`config.mk`:
```
export PLATFORM = sky130hd
export DESIGN_NAME = blk_xfer_ctrl
export DESIGN_NICKNAME = d
export VERILOG_FILES = /design/src/rtl/blk_xfer_pkg.sv /design/src/rtl/xfer_count.sv /design/src/rtl/xfer_addr.sv /design/src/rtl/xfer_fsm.sv /design/src/rtl/blk_xfer_ctrl.sv
export SDC_FILE = /design/constraint.sdc
export NUM_CORES = 1
export LEC_CHECK = 0
export ABC_AREA = 0
export BUFFER_PORTS_ARGS = -buffer_cell sky130_fd_sc_hd__buf_4
export CAP_MARGIN = 20
export CORE_ASPECT_RATIO = 2
export CORE_UTILIZATION = 54
export DETAILED_ROUTE_END_ITERATION = 12
export MAX_ROUTING_LAYER = met4
export PLACE_DENSITY = 0.86
export SLEW_MARGIN = 20
export SYNTH_ARGS = -nofsm -noshare
export SYNTH_HDL_FRONTEND = slang
export SYNTH_SLANG_ARGS = --single-unit
```
`constraint.sdc`:
```
create_clock -name clk_i -period 3.3 [get_ports clk_i]
set_input_delay 0.66 -clock clk_i [delete_from_list [all_inputs] [get_ports clk_i]]
set_output_delay 0.66 -clock clk_i [all_outputs]
set_load 0.02 [all_outputs]
```
`src/rtl/blk_xfer_pkg.sv`:
```
package blk_xfer_pkg;
  typedef enum logic [1:0] {
    ST_IDLE,
    ST_ARMED,
    ST_RUN,
    ST_XFER
  } xfer_state_e;
endpackage

```
`src/rtl/xfer_count.sv`:
```
module xfer_count #(
  parameter int CNT_W = 15,
  parameter int HI_W  = 6,
  localparam int LO_W = CNT_W - HI_W
) (
  input  logic             clk_i,
  input  logic             rst_ni,
  input  logic             hi_ld_i,
  input  logic [HI_W-1:0]  hi_i,
  input  logic             lo_ld_i,
  input  logic [LO_W-1:0]  lo_i,
  input  logic             dec_i,
  output logic [CNT_W-1:0] cnt_o,
  output logic             ld_zero_o,
  output logic             last_o
);
  logic [CNT_W-1:0] cnt_q;
  logic [HI_W-1:0]  hi_next;

  always_ff @(posedge clk_i or negedge rst_ni) begin
    if (!rst_ni) begin
      cnt_q <= '0;
    end else if (dec_i) begin
      cnt_q <= cnt_q - 1'b1;
    end else begin
      if (hi_ld_i) cnt_q[CNT_W-1:LO_W] <= hi_i;
      if (lo_ld_i) cnt_q[LO_W-1:0]     <= lo_i;
    end
  end

  // zero check on the value a low load is about to create
  assign hi_next   = hi_ld_i ? hi_i : cnt_q[CNT_W-1:LO_W];
  assign ld_zero_o = (hi_next == '0) && (lo_i == '0);
  assign last_o    = (cnt_q == CNT_W'(1));
  assign cnt_o     = cnt_q;

  a_r7_count_dec: assert property (@(posedge clk_i) disable iff (!rst_ni)
    dec_i |=> cnt_q == $past(cnt_q) - 1'b1);
  a_r7_no_underflow: assert property (@(posedge clk_i) disable iff (!rst_ni)
    dec_i |-> cnt_q != '0);
  a_r3_hi_keeps_lo: assert property (@(posedge clk_i) disable iff (!rst_ni)
    (hi_ld_i && !lo_ld_i && !dec_i) |=> $stable(cnt_q[LO_W-1:0]));
endmodule

```
`src/rtl/xfer_addr.sv`:
```
module xfer_addr #(
  parameter int ADDR_W = 15
) (
  input  logic              clk_i,
  input  logic              rst_ni,
  input  logic              ld_i,
  input  logic [ADDR_W-1:0] ld_val_i,
  input  logic              inc_i,
  output logic [ADDR_W-1:0] addr_o
);
  logic [ADDR_W-1:0] addr_q;

  always_ff @(posedge clk_i or negedge rst_ni) begin
    if (!rst_ni)     addr_q <= '0;
    else if (inc_i)  addr_q <= addr_q + 1'b1;
    else if (ld_i)   addr_q <= ld_val_i;
  end

  assign addr_o = addr_q;

  a_r7_addr_inc: assert property (@(posedge clk_i) disable iff (!rst_ni)
    inc_i |=> addr_q == $past(addr_q) + 1'b1);
  a_r4_addr_hold: assert property (@(posedge clk_i) disable iff (!rst_ni)
    (!inc_i && !ld_i) |=> $stable(addr_q));
endmodule

```
`src/rtl/xfer_fsm.sv`:
```
module xfer_fsm
  import blk_xfer_pkg::*;
(
  input  logic clk_i,
  input  logic rst_ni,
  input  logic en_cmd_i,
  input  logic dir_in_i,
  input  logic par_ld_i,
  input  logic ld_zero_i,
  input  logic last_i,
  input  logic buf_ready_i,
  input  logic eor_i,
  input  logic ack_i,
  output logic load_ok_o,
  output logic step_o,
  output logic req_o,
  output logic stall_o,
  output logic active_o,
  output logic dir_in_o
);
  xfer_state_e st_q, st_d;
  logic        dir_q;
  logic        eor_pend_q;
  logic        eor_in;

  assign eor_in    = dir_q && eor_i;
  assign load_ok_o = (st_q == ST_IDLE) || (st_q == ST_ARMED);

  always_comb begin
    st_d = st_q;
    unique case (st_q)
      ST_IDLE:  if (en_cmd_i) st_d = ST_ARMED;
      ST_ARMED: if (par_ld_i) st_d = ld_zero_i ? ST_IDLE : ST_RUN;
      ST_RUN: begin
        if (eor_in)           st_d = ST_IDLE;
        else if (buf_ready_i) st_d = ST_XFER;
      end
      ST_XFER:
        if (ack_i) st_d = (last_i || eor_pend_q || eor_in) ? ST_IDLE : ST_RUN;
      default:  st_d = ST_IDLE;
    endcase
  end

  always_ff @(posedge clk_i or negedge rst_ni) begin
    if (!rst_ni) begin
      st_q       <= ST_IDLE;
      dir_q      <= 1'b0;
      eor_pend_q <= 1'b0;
    end else begin
      st_q <= st_d;
      if (en_cmd_i && load_ok_o) dir_q <= dir_in_i;
      if (st_q != ST_XFER || ack_i) eor_pend_q <= 1'b0;
      else if (eor_in)              eor_pend_q <= 1'b1;
    end
  end

  assign req_o    = (st_q == ST_XFER);
  assign step_o   = (st_q == ST_XFER) && ack_i;
  assign stall_o  = (st_q == ST_XFER) || ((st_q == ST_RUN) && buf_ready_i && !eor_in);
  assign active_o = (st_q != ST_IDLE);
  assign dir_in_o = dir_q;

  a_r6_req_holds: assert property (@(posedge clk_i) disable iff (!rst_ni)
    (req_o && !ack_i) |=> req_o);
  a_r6_stall_then_req: assert property (@(posedge clk_i) disable iff (!rst_ni)
    (st_q == ST_RUN && stall_o) |=> req_o);
  a_r5_zero_load: assert property (@(posedge clk_i) disable iff (!rst_ni)
    (st_q == ST_ARMED && par_ld_i && ld_zero_i) |=> !active_o);
  a_r8_last_ends: assert property (@(posedge clk_i) disable iff (!rst_ni)
    (step_o && last_i) |=> !active_o);
  a_r9_eor_ends: assert property (@(posedge clk_i) disable iff (!rst_ni)
    (st_q == ST_RUN && eor_in) |=> !active_o && !req_o);
  a_r10_dir_held: assert property (@(posedge clk_i) disable iff (!rst_ni)
    !load_ok_o |=> $stable(dir_q));
endmodule

```
`src/rtl/blk_xfer_ctrl.sv`:
```
module blk_xfer_ctrl #(
  parameter int CNT_W  = 15,
  parameter int ADDR_W = 15,
  parameter int HI_W   = 6,
  localparam int LO_W  = CNT_W - HI_W,
  localparam int PAR_W = LO_W + ADDR_W
) (
  input  logic              clk_i,
  input  logic              rst_ni,
  input  logic              en_cmd_i,
  input  logic              dir_in_i,
  input  logic              hi_ld_i,
  input  logic [HI_W-1:0]   hi_data_i,
  input  logic              par_ld_i,
  input  logic [PAR_W-1:0]  par_data_i,
  input  logic              buf_ready_i,
  input  logic              eor_i,
  output logic              mem_req_o,
  output logic              mem_we_o,
  output logic [ADDR_W-1:0] mem_addr_o,
  input  logic              mem_ack_i,
  output logic              stall_o,
  output logic              active_o,
  output logic [CNT_W-1:0]  count_o
);
  logic load_ok, step, ld_zero, last, dir_in;
  logic hi_ld_ok, par_ld_ok;

  assign hi_ld_ok  = hi_ld_i && load_ok;
  assign par_ld_ok = par_ld_i && load_ok;

  xfer_fsm u_fsm (
    .clk_i       (clk_i),
    .rst_ni      (rst_ni),
    .en_cmd_i    (en_cmd_i),
    .dir_in_i    (dir_in_i),
    .par_ld_i    (par_ld_ok),
    .ld_zero_i   (ld_zero),
    .last_i      (last),
    .buf_ready_i (buf_ready_i),
    .eor_i       (eor_i),
    .ack_i       (mem_ack_i),
    .load_ok_o   (load_ok),
    .step_o      (step),
    .req_o       (mem_req_o),
    .stall_o     (stall_o),
    .active_o    (active_o),
    .dir_in_o    (dir_in)
  );

  xfer_count #(.CNT_W(CNT_W), .HI_W(HI_W)) u_count (
    .clk_i     (clk_i),
    .rst_ni    (rst_ni),
    .hi_ld_i   (hi_ld_ok),
    .hi_i      (hi_data_i),
    .lo_ld_i   (par_ld_ok),
    .lo_i      (par_data_i[LO_W-1:0]),
    .dec_i     (step),
    .cnt_o     (count_o),
    .ld_zero_o (ld_zero),
    .last_o    (last)
  );

  xfer_addr #(.ADDR_W(ADDR_W)) u_addr (
    .clk_i    (clk_i),
    .rst_ni   (rst_ni),
    .ld_i     (par_ld_ok),
    .ld_val_i (par_data_i[PAR_W-1:LO_W]),
    .inc_i    (step),
    .addr_o   (mem_addr_o)
  );

  assign mem_we_o = dir_in;

  a_r6_addr_stable: assert property (@(posedge clk_i) disable iff (!rst_ni)
    (mem_req_o && !mem_ack_i) |=> $stable(mem_addr_o) && $stable(count_o));
  a_r8_run_nonzero: assert property (@(posedge clk_i) disable iff (!rst_ni)
    mem_req_o |-> count_o != '0);
  a_r10_loads_blocked: assert property (@(posedge clk_i) disable iff (!rst_ni)
    (mem_req_o && !mem_ack_i) |=> $stable(count_o));
endmodule

```
# Word-level counts from Yosys, hierarchy flattened
# Index checks and enable logic that the tools add are counted.
[word_totals]
in_bits = 39
elab_cells = 53
out_inout_bits = 34
ff_bits = 34
[classes]
eq_ne = 9
n_reduce_logical = 21
add_sub_neg = 2
n_mux = 15
[op_table]
columns = ["op", "n"]
rows = [
  ["$mux W15", 3],
  ["$add A15 B1 Y15 const B", 1],
  ["$eq A15 B1 Y1 const B", 1],
  ["$sub A15 B1 Y15 const B", 1],
  ["$mux W2", 7],
  ["$logic_not A9 Y1", 1],
  ["$mux W9", 1],
  ["$logic_and A1 B1 Y1", 8],
  ["$pmux W2 S4", 1],
  ["$logic_not A6 Y1", 1],
  ["$mux W6", 1],
  ["$ne A2 B2 Y1 const B", 3],
  ["$reduce_bool A2 Y1", 3],
  ["$logic_or A1 B1 Y1", 5],
  ["$eq A2 B2 Y1 const B", 2],
  ["$reduce_and A4 Y1", 1],
  ["$ne A3 B2 Y1 const B", 1],
  ["$eq A2 B1 Y1 const B", 1],
  ["$logic_not A2 Y1", 1],
  ["$mux W1", 2],
  ["$ne A2 B1 Y1 const B", 1],
  ["$logic_not A1 Y1", 1],
]

# Longest topological paths before layout
# Gate-level depths: netlist of the first run.
[depth]
depth_word = 9
ltp_mapped = 6
ltp_nobuf = 6

# Cells and area by module
# From an unflattened synthesis of the first run, not the netlist that was laid out.
[unflattened]
cells_unflattened = 256
hier_area_um2 = 2317.2
[by_module_without_submodules]
columns = ["mod", "instances", "cells_each", "seq_area_each_um2", "area_each_um2"]
rows = [
  ["xfer_count", 1, 118, 375.4, 1064.8],
  ["xfer_addr", 1, 104, 375.4, 952.2],
  ["xfer_fsm", 1, 32, 100.1, 287.8],
  ["blk_xfer_ctrl", 1, 2, 0.0, 12.5],
]

# Worst setup path before layout of the first run
# Ideal clock, no wire load.
[synth_path]
path_type = "input-to-output"
startpoint = "input eor_i"
endpoint = "output stall_o"
slack_ps = 1525
arrival_ps = 1115
t_required_ps = 2640
stages = 3
path_buffers = 0
path_cell_list = "nand2_1 a21oi_1 nor2b_1"
[synth_between]
elab_chain_cells = 4
[synth_rtl]
columns = ["element", "line_no", "rtl"]
rows = [
  ["start, declared", "blk_xfer_ctrl.sv:17", "input logic eor_i,"],
  ["$logic_and A1 B1 Y1", "xfer_fsm.sv:26", "assign eor_in = dir_q && eor_i;"],
  ["$logic_not A1 Y1", "xfer_fsm.sv:59", "assign stall_o = (st_q == ST_XFER) || ((st_q == ST_RUN) && buf_ready_i && !eor_in);"],
  ["$logic_and A1 B1 Y1", "xfer_fsm.sv:59", ""],
  ["$logic_or A1 B1 Y1", "xfer_fsm.sv:59", ""],
  ["end, declared", "blk_xfer_ctrl.sv:22", "output logic stall_o,"],
]
# No other way between the ends.

# Worst setup path after layout of the first run
[layout_path]
startpoint = "register u_fsm.st_q[1]"
endpoint = "register u_addr.addr_q[9] (netlist: u_addr.addr_o[9])"
[layout_between]
elab_chain_cells = 4
elab_cells_between_ends = 8
classes_between = "eq/ne: 2; mux: 1; reduce/logical: 5"
[layout_rtl]
columns = ["element", "line_no", "rtl"]
rows = [
  ["start, declared", "xfer_fsm.sv:21", "xfer_state_e st_q, st_d;"],
  ["start signal, assigned", "xfer_fsm.sv:50", "st_q <= st_d;"],
  ["$eq A2 B1 Y1 / $logic_not A2 Y1 (equally long branches)", "xfer_fsm.sv:27", "assign load_ok_o = (st_q == ST_IDLE) || (st_q == ST_ARMED);"],
  ["$logic_or A1 B1 Y1", "xfer_fsm.sv:27", ""],
  ["$logic_and A1 B1 Y1", "blk_xfer_ctrl.sv:30", "assign par_ld_ok = par_ld_i && load_ok;"],
  ["$reduce_bool A2 Y1 (no line)", "-", ""],
  ["end signal, assigned", "xfer_addr.sv:15", "else if (inc_i) addr_q <= addr_q + 1'b1;"],
  ["end signal, assigned", "xfer_addr.sv:16", "else if (ld_i) addr_q <= ld_val_i;"],
  ["end, declared", "xfer_addr.sv:11", "logic [ADDR_W-1:0] addr_q;"],
]
# Several ways; a longest one is shown, not always the timed one.
# A chain may end at the register's enable or synchronous reset.

==> out/metrics.cfg, run 1 <==
[run_status]
run_status = finished clean

[floorplan]
die_h_um = 89.31
coreArea_sq_um = 3646
initial_core_util_pct = 56.45
boundaryPins = 73
die_x_um = 45.66
rows = 31
dieArea_sq_um = 4077

[yosys]
async_flop_share_pct = 100.0
netlist.area_leader.share_pct = 41.34
synth-seq-cells = 34
synth_ff_type = dfrtp_1
ys_top_cells_by_area = dfrtp_1 41%, nand2_1 4.2%, nor3_1 3.9%, nor2_1 3.5%, a211oi_1 3.3%
syn_area_sq_um = 2058
syn-instance-count = 232
yosysSeqAreaShare_pct = 41.34
synth_top_area_cell = dfrtp_1
avgSynthCellArea_sq_um = 8.872
synth-edff-count = 0
ys_types = 47
yosys_warnings = 0
syn_nets = 274

[routing]
avgRoutedWirePerCell_um = 16.50
drt-total-wl_mm = 5.792
drc = 0
vias = 2203
ant_nets = 0
drt_iter0_drc = 61
drt-pass1-iter-count = 4
viasPerCell = 6.276

[clock_tree]
postCtsSetupBuffers = 0
cts_root_buf = clkbuf_8
cts.path.max_buffers = 2
cts_tree = done
cts_resized = 0
cts.clk_slew.worst_paths_ns = 0.07
htreeDepth = 2
cts_made_buffers = 5
clock_sinks = 34
clkLatencyLatePin_ns = 0.28
postCtsHoldBufs = 0

[timing]
setup_viol = 0
finalHoldViolCount = 0
fin_skew_ns = 0.001619
min_period_ns = 2.109
rsz0062_at_grt = no
max_freq_ghz = 0.4742
finalCritPeriodShare_pct = 63.91
worst_slew_pin_slew_ns = 0.6717
drv_slew = 0
slew_headroom_pct = 55.13
fin_tns_setup_ns = 0

[final_layout]
final_cell_mix = 74 x buf_4, 34 x dfrtp_1, 23 x nand2_1
seqCellArea_sq_um = 850.8
final_nets = 345
drive_gt1_share_pct = 30.46
multiInputGateArea_sq_um = 1144
layout_commonest_cell = buf_4
syn_to_final_growth_pct = 31.98
nFillCells = 310
n_antenna_cell = 0

[power_and_ir_drop]
peakVddDrop_mv = 0.6603
power_leakage_nw = 1.165
finalPower_mw = 2.654
p_per_area_nw_per_um2 = 977.0

[worst_setup_path]
cp_cell_sequence = nand3_2 -> or3_1 -> or3_1 -> nand3_1
crit_type = flop to flop
critPathMaxStageDelay_ns = 0.66
start_kind = flop
critPathMaxFanout = 17
endpoint_kind = flop
cp_slowest_cell = dfrtp_1
critical_path_required_ns = 3.52
cp_top_family = simple AND/OR/NAND/NOR gates
cp_common_cell = or3_1
worstPathBufferInverterCount = 0
r2r_slack_ns = 1.19
arrival_ns = 2.33

[grt]
grt_pass1_vias = 2135
grt_first_pass_wirelength_mm = 9.480
antenna_found_initial = 0
grt_overflow = 0
grt_max_degree = 35
track_usage_pct = 33.01

[worst_hold_path]
hold_path.class = input port to async pin

[job]
cap_violations = 0

[placed_design]
dpl.hpwl_mm = 4.303
gp_congestion = 1.016
io_buffers = 72

-- path summary, 6_finish.rpt --
check / startpoint / endpoint / cells past startpoint
worst max-delay path: u_fsm.st_q[1]$_DFFE_PN0P_ / u_addr.addr_o[9]$_DFFE_PN0P_ / 4
min in group clk_i: u_count.cnt_o[13]$_DFF_PN0_ / u_count.cnt_o[13]$_DFF_PN0_ / 1
worst max register to register: u_fsm.st_q[1]$_DFFE_PN0P_ / u_addr.addr_o[9]$_DFFE_PN0P_ / 4
worst min register to register: u_count.cnt_o[13]$_DFF_PN0_ / u_count.cnt_o[13]$_DFF_PN0_ / 1
worst min-delay path: rst_ni / u_addr.addr_o[1]$_DFFE_PN0P_ / 1
max in group asynchronous: rst_ni / u_count.cnt_o[7]$_DFFE_PN0P_ / 1
-- layout make-up --
cell class	instances	area share, %
flip-flops and latches	34	31.32
repair buffers	74	20.45
clock buffers	6	3.040
multi-input cells	182	42.10
inverters	6	0.8291
well taps	49	2.257
-- state kept, by name, indices dropped and copies added, names as in the netlist --
signal            flops
u_addr.addr_o        15
u_fsm.eor_pend_q      1
u_fsm.dir_in_o        1
u_count.cnt_o        15
u_fsm.st_q            2
-- per-stage QoR --
stage | hold slack (ns) | utilization [%] | std cells | setup slack [ns] | area (sq um)
after detailed placement | 0.5528 | 72.24 | 345 | 1.214 | 2634
after CTS | 0.3309 | 74.50 | 351 | 1.213 | 2716
after floorplan | 0.3644 | - | 232 | 1.525 | 2058
after global routing | 0.3469 | 74.50 | 351 | 0.9267 | 2716
final | 0.3204 | 74.50 | 351 | 1.191 | 2716
after global placement | 0.5444 | 72.24 | 345 | 1.243 | 2634
-- routing by layer --
| metal | track usage [%] | part of all wire, % | vias up |
|---|---|---|---|
| met5 | - | 0 | - |
| met4 | 16.80 | 3.3 | 0 |
| met3 | 5.051 | 4.2 | 24 |
| met2 | 55.84 | 57 | 94 |
| met1 | 35.83 | 36 | 1059 |
| li1 | - | - | 1026 |
-- cells by family (layout without fill, tap and decap cells) --
logic type,count (synthesis),in the layout,synth area share [%]
adder cells (fa/ha/maj),3,3,1.824
buffers and inverters,16,86,3.100
flip-flops,34,34,41.34
AO/OA/AOI/OAI,60,60,20.61
multiplexers,3,3,1.580
AND/OR/NAND/NOR,116,116,31.55
-- cells in the mapped netlist, drive strengths merged (2+ instances only) --
cell	count
a211oi	9
a21oi	8
a221o	3
a22oi	2
a311oi	4
a31oi	2
and2	3
and3	3
buf	3
clkbuf	7
dfrtp	34
ha	3
inv	6
mux2	2
nand2	23
nand2b	4
nand3	13
nand4	4
nor2	19
nor2b	4
nor3	17
nor3b	4
nor4	10
o211ai	9
o21ai	12
o311ai	4
or2	4
or3	3
or4	3
-- worst reg2reg max path: cells and delay by family, from the launching register on --
kind | cells | cell delay [ns]
DFF | 1 | 0.66
and+or+nand+nor | 4 | 1.39
-- report_power, final --
| group | internal (mW) | switching (mW) |
|---|---|---|
| Clock | 0.161 | 0.142 |
| Combinational | 0.613 | 0.797 |
| Sequential | 0.614 | 0.327 |
| Total | 1.39 | 1.27 |
Note: power is estimated with default switching activity, not from simulation.
==> inputs of run 2 (changes only) <==
- CORE_UTILIZATION: 54 -> 45
- PLACE_DENSITY: 0.86 -> 0.76
- clock period: 3.3 -> 1.7 ns (I/O delays scaled with it)
==> out/metrics.cfg, run 2 (synthesis gave the netlist of run 1 again) <==
[final_layout]
n_antenna_cell = 0  ; unchanged
post-route-util_pct = 69.99  ; was 74.50%
syn_to_final_growth_pct = 49.00  ; was 31.98%
final_cell_mix = 100 x buf_4, 26 x dfrtp_1, 22 x nand2_1  ; was 74 x buf_4, 34 x dfrtp_1, 23 x nand2_1
fin_area_sq_um = 3067  ; was 2716 sq um
drive_gt1_share_pct = 42.30  ; was 30.46%
nFillCells = 377  ; was 310
final_nets = 372  ; was 345
layout_commonest_cell = buf_4  ; unchanged

[worst_setup_path]
cp_cell_sequence = or4_4 -> nor4_4 -> nor3_1 -> a211oi_1  ; was nand3_2 -> or3_1 -> or3_1 -> nand3_1
cp_slowest_cell = or4_4  ; was dfrtp_1
cp_num_cells = 4  ; unchanged
endpoint_kind = flop  ; unchanged
worstReg2RegStart = u_count.cnt_o[5]$_DFFE_PN0P_  ; was u_fsm.st_q[1]$_DFFE_PN0P_
crit_type = flop to flop  ; unchanged
critPathMaxFanout = 4  ; was 17
start_kind = flop  ; unchanged
cp-startpoint = u_count.cnt_o[5]$_DFFE_PN0P_  ; was u_fsm.st_q[1]$_DFFE_PN0P_
cp_top_family = simple AND/OR/NAND/NOR gates  ; unchanged
arrival_ns = 1.87  ; was 2.33 ns
reg2reg_depth = 4  ; unchanged
critical_path_required_ns = 1.90  ; was 3.52 ns
critPathMaxStageDelay_ns = 0.58  ; was 0.66 ns
worstPathBufferInverterCount = 0  ; unchanged

[clock_tree]
cts.clk_slew.worst_paths_ns = 0.07  ; about the same
cts_made_buffers = 5  ; unchanged
cts.path.max_buffers = 2  ; unchanged
clock_sinks = 34  ; unchanged
cts_tree = done  ; unchanged
clkLatencyLatePin_ns = 0.29  ; was 0.28 ns
htreeDepth = 2  ; unchanged
cts_root_buf = clkbuf_8  ; unchanged

[routing]
viasPerCell = 5.891  ; was 6.276
drt-total-wl_mm = 6.427  ; was 5.792 mm
drt_iter0_drc = 68  ; was 61
drc = 0  ; unchanged
drt-pass1-iter-count = 4  ; unchanged
ant_nets = 0  ; unchanged
vias = 2268  ; was 2203
avgRoutedWirePerCell_um = 16.69  ; was 16.50 um

[floorplan]
rows = 34  ; was 31
die_h_um = 97.64  ; was 89.31 um
boundaryPins = 73  ; unchanged
die_x_um = 49.82  ; was 45.66 um
initial_core_util_pct = 46.97  ; was 56.45%
coreArea_sq_um = 4382  ; was 3646 sq um
dieArea_sq_um = 4864  ; was 4077 sq um

[grt]
grt_pass1_vias = 2202  ; was 2135
grt_max_degree = 35  ; unchanged
track_usage_pct = 28.14  ; was 33.01%
grt_overflow = 0  ; unchanged
antenna_found_initial = 0  ; unchanged
grt_first_pass_wirelength_mm = 10.07  ; was 9.480 mm

[timing]
rsz0062_at_grt = yes  ; was no
worst_slew_pin_slew_ns = 0.4594  ; was 0.6717 ns
setup_viol = 0  ; unchanged
finalHoldViolCount = 1  ; was 0
min_period_ns = 1.671  ; was 2.109 ns
finalCritPeriodShare_pct = 98.29  ; was 63.91%
drv_slew = 0  ; unchanged
whs_ns = -0.001934  ; was 0.3204 ns
fin_skew_ns = 0.004112  ; was 0.001619 ns
max_freq_ghz = 0.5985  ; was 0.4742 GHz
slew_headroom_pct = 69.37  ; was 55.13%

[run_status]
run_status = finished, violations left  ; was finished clean
violations = hold timing

[power_and_ir_drop]
p_per_area_nw_per_um2 = 1977  ; was 977.0 nW/um^2
power_leakage_nw = 1.318  ; was 1.165 nW
finalPower_mw = 6.063  ; was 2.654 mW
peakVddDrop_mv = 1.496  ; was 0.6603 mV

[worst_hold_path]
hold_path.class = input port to async pin  ; unchanged

[job]
cap_violations = 0  ; unchanged

[placed_design]
gp_congestion = 0.9178  ; was 1.016
place_area_sq_um = 2824  ; was 2634 sq um
io_buffers = 72  ; unchanged
dpl.hpwl_mm = 4.726  ; was 4.303 mm

-- run 2: worst reg2reg max path: stages, from the launching register on --
cell and delay (ns):
dfrtp_2 0.42, or4_4 0.58, nor4_4 0.32, nor3_1 0.08, a211oi_1 0.18
-- run 2: through the flow --
stage	setup WS [ns]	instances	TNS [ns]
after CTS	-0.003728	383	-0.003728
after detailed placement	0.01225	374	0
after global routing	-0.1087	385	-0.1614
after floorplan	-0.005109	232	-0.01180
final	0.02907	385	0
after global placement	0.05117	374	0
-- run 2: layout make-up --
type	count	area (sq um)	area share (%)
Sequential cell	34	860.8	28.07
Multi-Input combinational cell	182	1211	39.49
Inverter	6	22.52	0.7344
Clock buffer	6	82.58	2.693
Tap cell	54	67.56	2.203
Timing Repair Buffer	101	762.0	24.85
Clock inverter	2	60.06	1.958
-- run 2: metal layers --
| metal | track usage (%) | vias up | part of all wire [%] |
|---|---|---|---|
| li1 | - | 1086 | - |
| met1 | 27.58 | 1092 | 35 |
| met2 | 52.18 | 74 | 59 |
| met3 | 2.973 | 16 | 3.5 |
| met4 | 13.85 | 0 | 3.0 |
| met5 | - | - | 0 |
-- run 2: final timing paths --
check / to / slack, ns
min: u_fsm.dir_in_o$_DFFE_PN0P_ / -0.002
max: u_count.cnt_o[10]$_DFF_PN0_ / 0.03
min in group clk_i: u_addr.addr_o[11]$_DFFE_PN0P_ / 0.25
min reg2reg: u_count.cnt_o[13]$_DFF_PN0_ / 0.58
max in group asynchronous: u_count.cnt_o[4]$_DFFE_PN0P_ / 1.35
max reg2reg: u_count.cnt_o[10]$_DFF_PN0_ / 0.03
-- run 2: where the power goes --
group | leakage, nW | switching, mW | internal, mW
combinational | 0.858 | 1.86 | 1.54
sequential | 0.389 | 0.516 | 1.21
clock | 0.0714 | 0.310 | 0.626
total | 1.32 | 2.68 | 3.38
-- run 2: what timing repair did --
| action | 4_1_cts | 5_1_grt |
|---|---|---|
| hold endpoints to repair | 0 | 0 |
| gates resized for setup | 0 | 20 |
| setup buffers | 1 | 2 |
| pin swaps | 0 | 6 |
| endpoints found under the setup margin | 2 | 13 |
| hold buffers | 0 | 0 |
==> inputs of run 3 (changes only) <==
- CORE_UTILIZATION: 45 -> 50
- PLACE_DENSITY: 0.76 -> 0.8
- clock period: 1.7 -> 1.59 ns (I/O delays scaled with it)
==> out/metrics.cfg, run 3 (synthesis gave the netlist of run 1 again) <==
[run_status]
run_status = finished, violations left  ; unchanged
violations = setup timing  ; was hold timing

[timing]
max_freq_ghz = 0.5888  ; was 0.5985 GHz
rsz0062_at_grt = yes  ; unchanged
fin_skew_ns = 0.008008  ; was 0.004112 ns
finalHoldViolCount = 0  ; was 1
slew_headroom_pct = 69.65  ; was 69.37%
postLayoutSetupSlackWorst_ns = -0.1085  ; was 0.02907 ns
drv_slew = 0  ; unchanged
whs_ns = 0.2323  ; was -0.001934 ns
setup_viol = 7  ; was 0
min_period_ns = 1.698  ; was 1.671 ns
finalCritPeriodShare_pct = 106.8  ; was 98.29%
worst_slew_pin_slew_ns = 0.4517  ; was 0.4594 ns

[worst_setup_path]
critPathMaxStageDelay_ns = 0.59  ; was 0.58 ns
endpoint_kind = flop  ; unchanged
crit_type = flop to flop  ; unchanged
worst_r2r_endpoint = u_count.cnt_o[10]$_DFF_PN0_  ; unchanged
cp_cell_sequence = or4_4 -> nor4_4 -> nor3_2 -> a211oi_2  ; was or4_4 -> nor4_4 -> nor3_1 -> a211oi_1
critical_path_required_ns = 1.79  ; was 1.90 ns
cp_slowest_cell = or4_4  ; unchanged
cp_top_family = simple AND/OR/NAND/NOR gates  ; unchanged
critPathMaxFanout = 4  ; unchanged
reg2reg_depth = 4  ; unchanged
start_kind = flop  ; unchanged
r2r_slack_ns = -0.11  ; was 0.03 ns
worstPathBufferInverterCount = 0  ; unchanged
worstReg2RegStart = u_count.cnt_o[5]$_DFFE_PN0P_  ; unchanged
arrival_ns = 1.90  ; was 1.87 ns

[clock_tree]
cts_made_buffers = 5  ; unchanged
clkLatencyLatePin_ns = 0.29  ; about the same
cts_root_buf = clkbuf_8  ; unchanged
cts.clk_slew.worst_paths_ns = 0.07  ; about the same
clock_sinks = 34  ; unchanged
cts.path.max_buffers = 2  ; unchanged
htreeDepth = 2  ; unchanged
cts_tree = done  ; unchanged

[final_layout]
drive_gt1_share_pct = 46.02  ; was 42.30%
layout_commonest_cell = buf_4  ; unchanged
n_antenna_cell = 0  ; unchanged
final_cell_mix = 115 x buf_4, 27 x dfrtp_1, 22 x nand2_1  ; was 100 x buf_4, 26 x dfrtp_1, 22 x nand2_1
syn_to_final_growth_pct = 58.24  ; was 49.00%
final_nets = 393  ; was 372
post-route-util_pct = 83.86  ; was 69.99%

[placed_design]
io_buffers = 72  ; unchanged
dpl.hpwl_mm = 4.988  ; was 4.726 mm
gp_congestion = 0.8899  ; was 0.9178

[power_and_ir_drop]
p_switching_mw = 3.134  ; was 2.684 mW
clkPwrFrac_pct = 10.0  ; was 15.4%
p_seq_share_pct = 27.3  ; was 28.5%
p_sw_share_pct = 46.28  ; was 44.27%
finalPower_mw = 6.773  ; was 6.063 mW
power_leakage_nw = 1.417  ; was 1.318 nW
intPower_mw = 3.639  ; was 3.379 mW
p_per_area_nw_per_um2 = 2080  ; was 1977 nW/um^2
pwr-share-comb_pct = 62.7  ; was 56.1%
peakVddDrop_mv = 1.499  ; was 1.496 mV

[routing]
drt-pass1-iter-count = 4  ; unchanged
vias = 2477  ; was 2268
ant_nets = 0  ; unchanged
avgRoutedWirePerCell_um = 18.27  ; was 16.69 um
drc = 0  ; unchanged
drt_iter0_drc = 87  ; was 68
viasPerCell = 6.146  ; was 5.891
drt-total-wl_mm = 7.361  ; was 6.427 mm

[floorplan]
initial_core_util_pct = 53.00  ; was 46.97%
die_h_um = 92.74  ; was 97.64 um
die_x_um = 47.37  ; was 49.82 um
coreArea_sq_um = 3884  ; was 4382 sq um
dieArea_sq_um = 4392  ; was 4864 sq um
rows = 32  ; was 34
boundaryPins = 73  ; unchanged

[grt]
grt_max_degree = 35  ; unchanged
grt_first_pass_wirelength_mm = 10.57  ; was 10.07 mm
antenna_found_initial = 0  ; unchanged
gr-usage-met2_pct = 57.53  ; was 52.18%
grt_pass1_vias = 2377  ; was 2202
grtUsageMet1_pct = 36.52  ; was 27.58%
grt_overflow = 0  ; unchanged
top_usage_layer = met2  ; unchanged
globalRouteMet3Util_pct = 3.704  ; was 2.973%
track_usage_pct = 33.92  ; was 28.14%

[worst_hold_path]
hold_path.class = input port to flop  ; was input port to async pin
worstHoldStart = par_data_i[18]
min_to = u_addr.addr_o[9]$_DFFE_PN0P_
hold_path_depth = 3

[job]
cap_violations = 0  ; unchanged

run 3: worst reg2reg max path, stage by stage (launching register included):
cell      delay [ns]
dfrtp_2         0.41
or4_4           0.59
nor4_4          0.37
nor3_2          0.08
a211oi_2        0.15
run 3: power groups by stage:
stage / sequential, mW / clock [mW] / combinational (mW)
2_1_floorplan: 2.22 / 0 / 1.52
3_3_place_gp: 1.77 / 0 / 3.66
3_5_place_dp: 1.78 / 0 / 3.76
4_1_cts: 1.77 / 0.681 / 3.87
5_1_grt: 1.89 / 0.726 / 4.55
6_report: 1.85 / 0.678 / 4.24
run 3: worst max-delay path by stage:
stage                                             from                           end  slack, ns  depth (start not counted)
after floorplan           u_count.cnt_o[3]$_DFFE_PN0P_  u_count.cnt_o[7]$_DFFE_PN0P_      -0.09                          4
after global placement                   par_data_i[7]     u_fsm.st_q[1]$_DFFE_PN0P_      -0.03                          5
after detailed placement  u_count.cnt_o[3]$_DFFE_PN0P_   u_count.cnt_o[10]$_DFF_PN0_      -0.06                          4
after CTS                 u_count.cnt_o[3]$_DFFE_PN0P_   u_count.cnt_o[10]$_DFF_PN0_      -0.08                          4
after global routing      u_count.cnt_o[5]$_DFFE_PN0P_   u_count.cnt_o[10]$_DFF_PN0_      -0.21                          4
final                     u_count.cnt_o[5]$_DFFE_PN0P_   u_count.cnt_o[10]$_DFF_PN0_      -0.11                          4
run 3: area by class of cell:
cell class / count / area [sq um]
flip-flops and latches: 34 / 859.6
multi-input cells: 182 / 1276
inverters: 6 / 22.52
clock buffers: 7 / 86.33
clock inverters: 1 / 5.005
fillers: 250 / 626.9
repair buffers: 122 / 943.4
well taps: 51 / 63.81
run 3: repair_timing:
item | in CTS | in global routing
pin swaps | 1 | 21
resized for setup | 6 | 21
cloned | 0 | 1
setup endpoints to repair | 12 | 19
setup buffers | 2 | 6
hold buffers | 1 | 0
hold endpoints to repair | 34 | 0
run 3: through the flow:
stage	setup TNS, ns	worst slack [ns]	instances	area (sq um)
after global placement	-0.06357	-0.02771	385	2955
after detailed placement	-0.2434	-0.05796	385	2955
after CTS	-0.1748	-0.07616	396	3098
after floorplan	-0.2363	-0.09262	232	2079
after global routing	-1.299	-0.2128	403	3257
final	-0.4788	-0.1085	403	3257
run 3: routing by layer:
| layer | part of all wire, % | vias to the layer above |
|---|---|---|
| met5 | 0 | - |
| met4 | 2.9 | 0 |
| met3 | 5.0 | 22 |
| met2 | 58 | 129 |
| met1 | 34 | 1202 |
| li1 | - | 1124 |
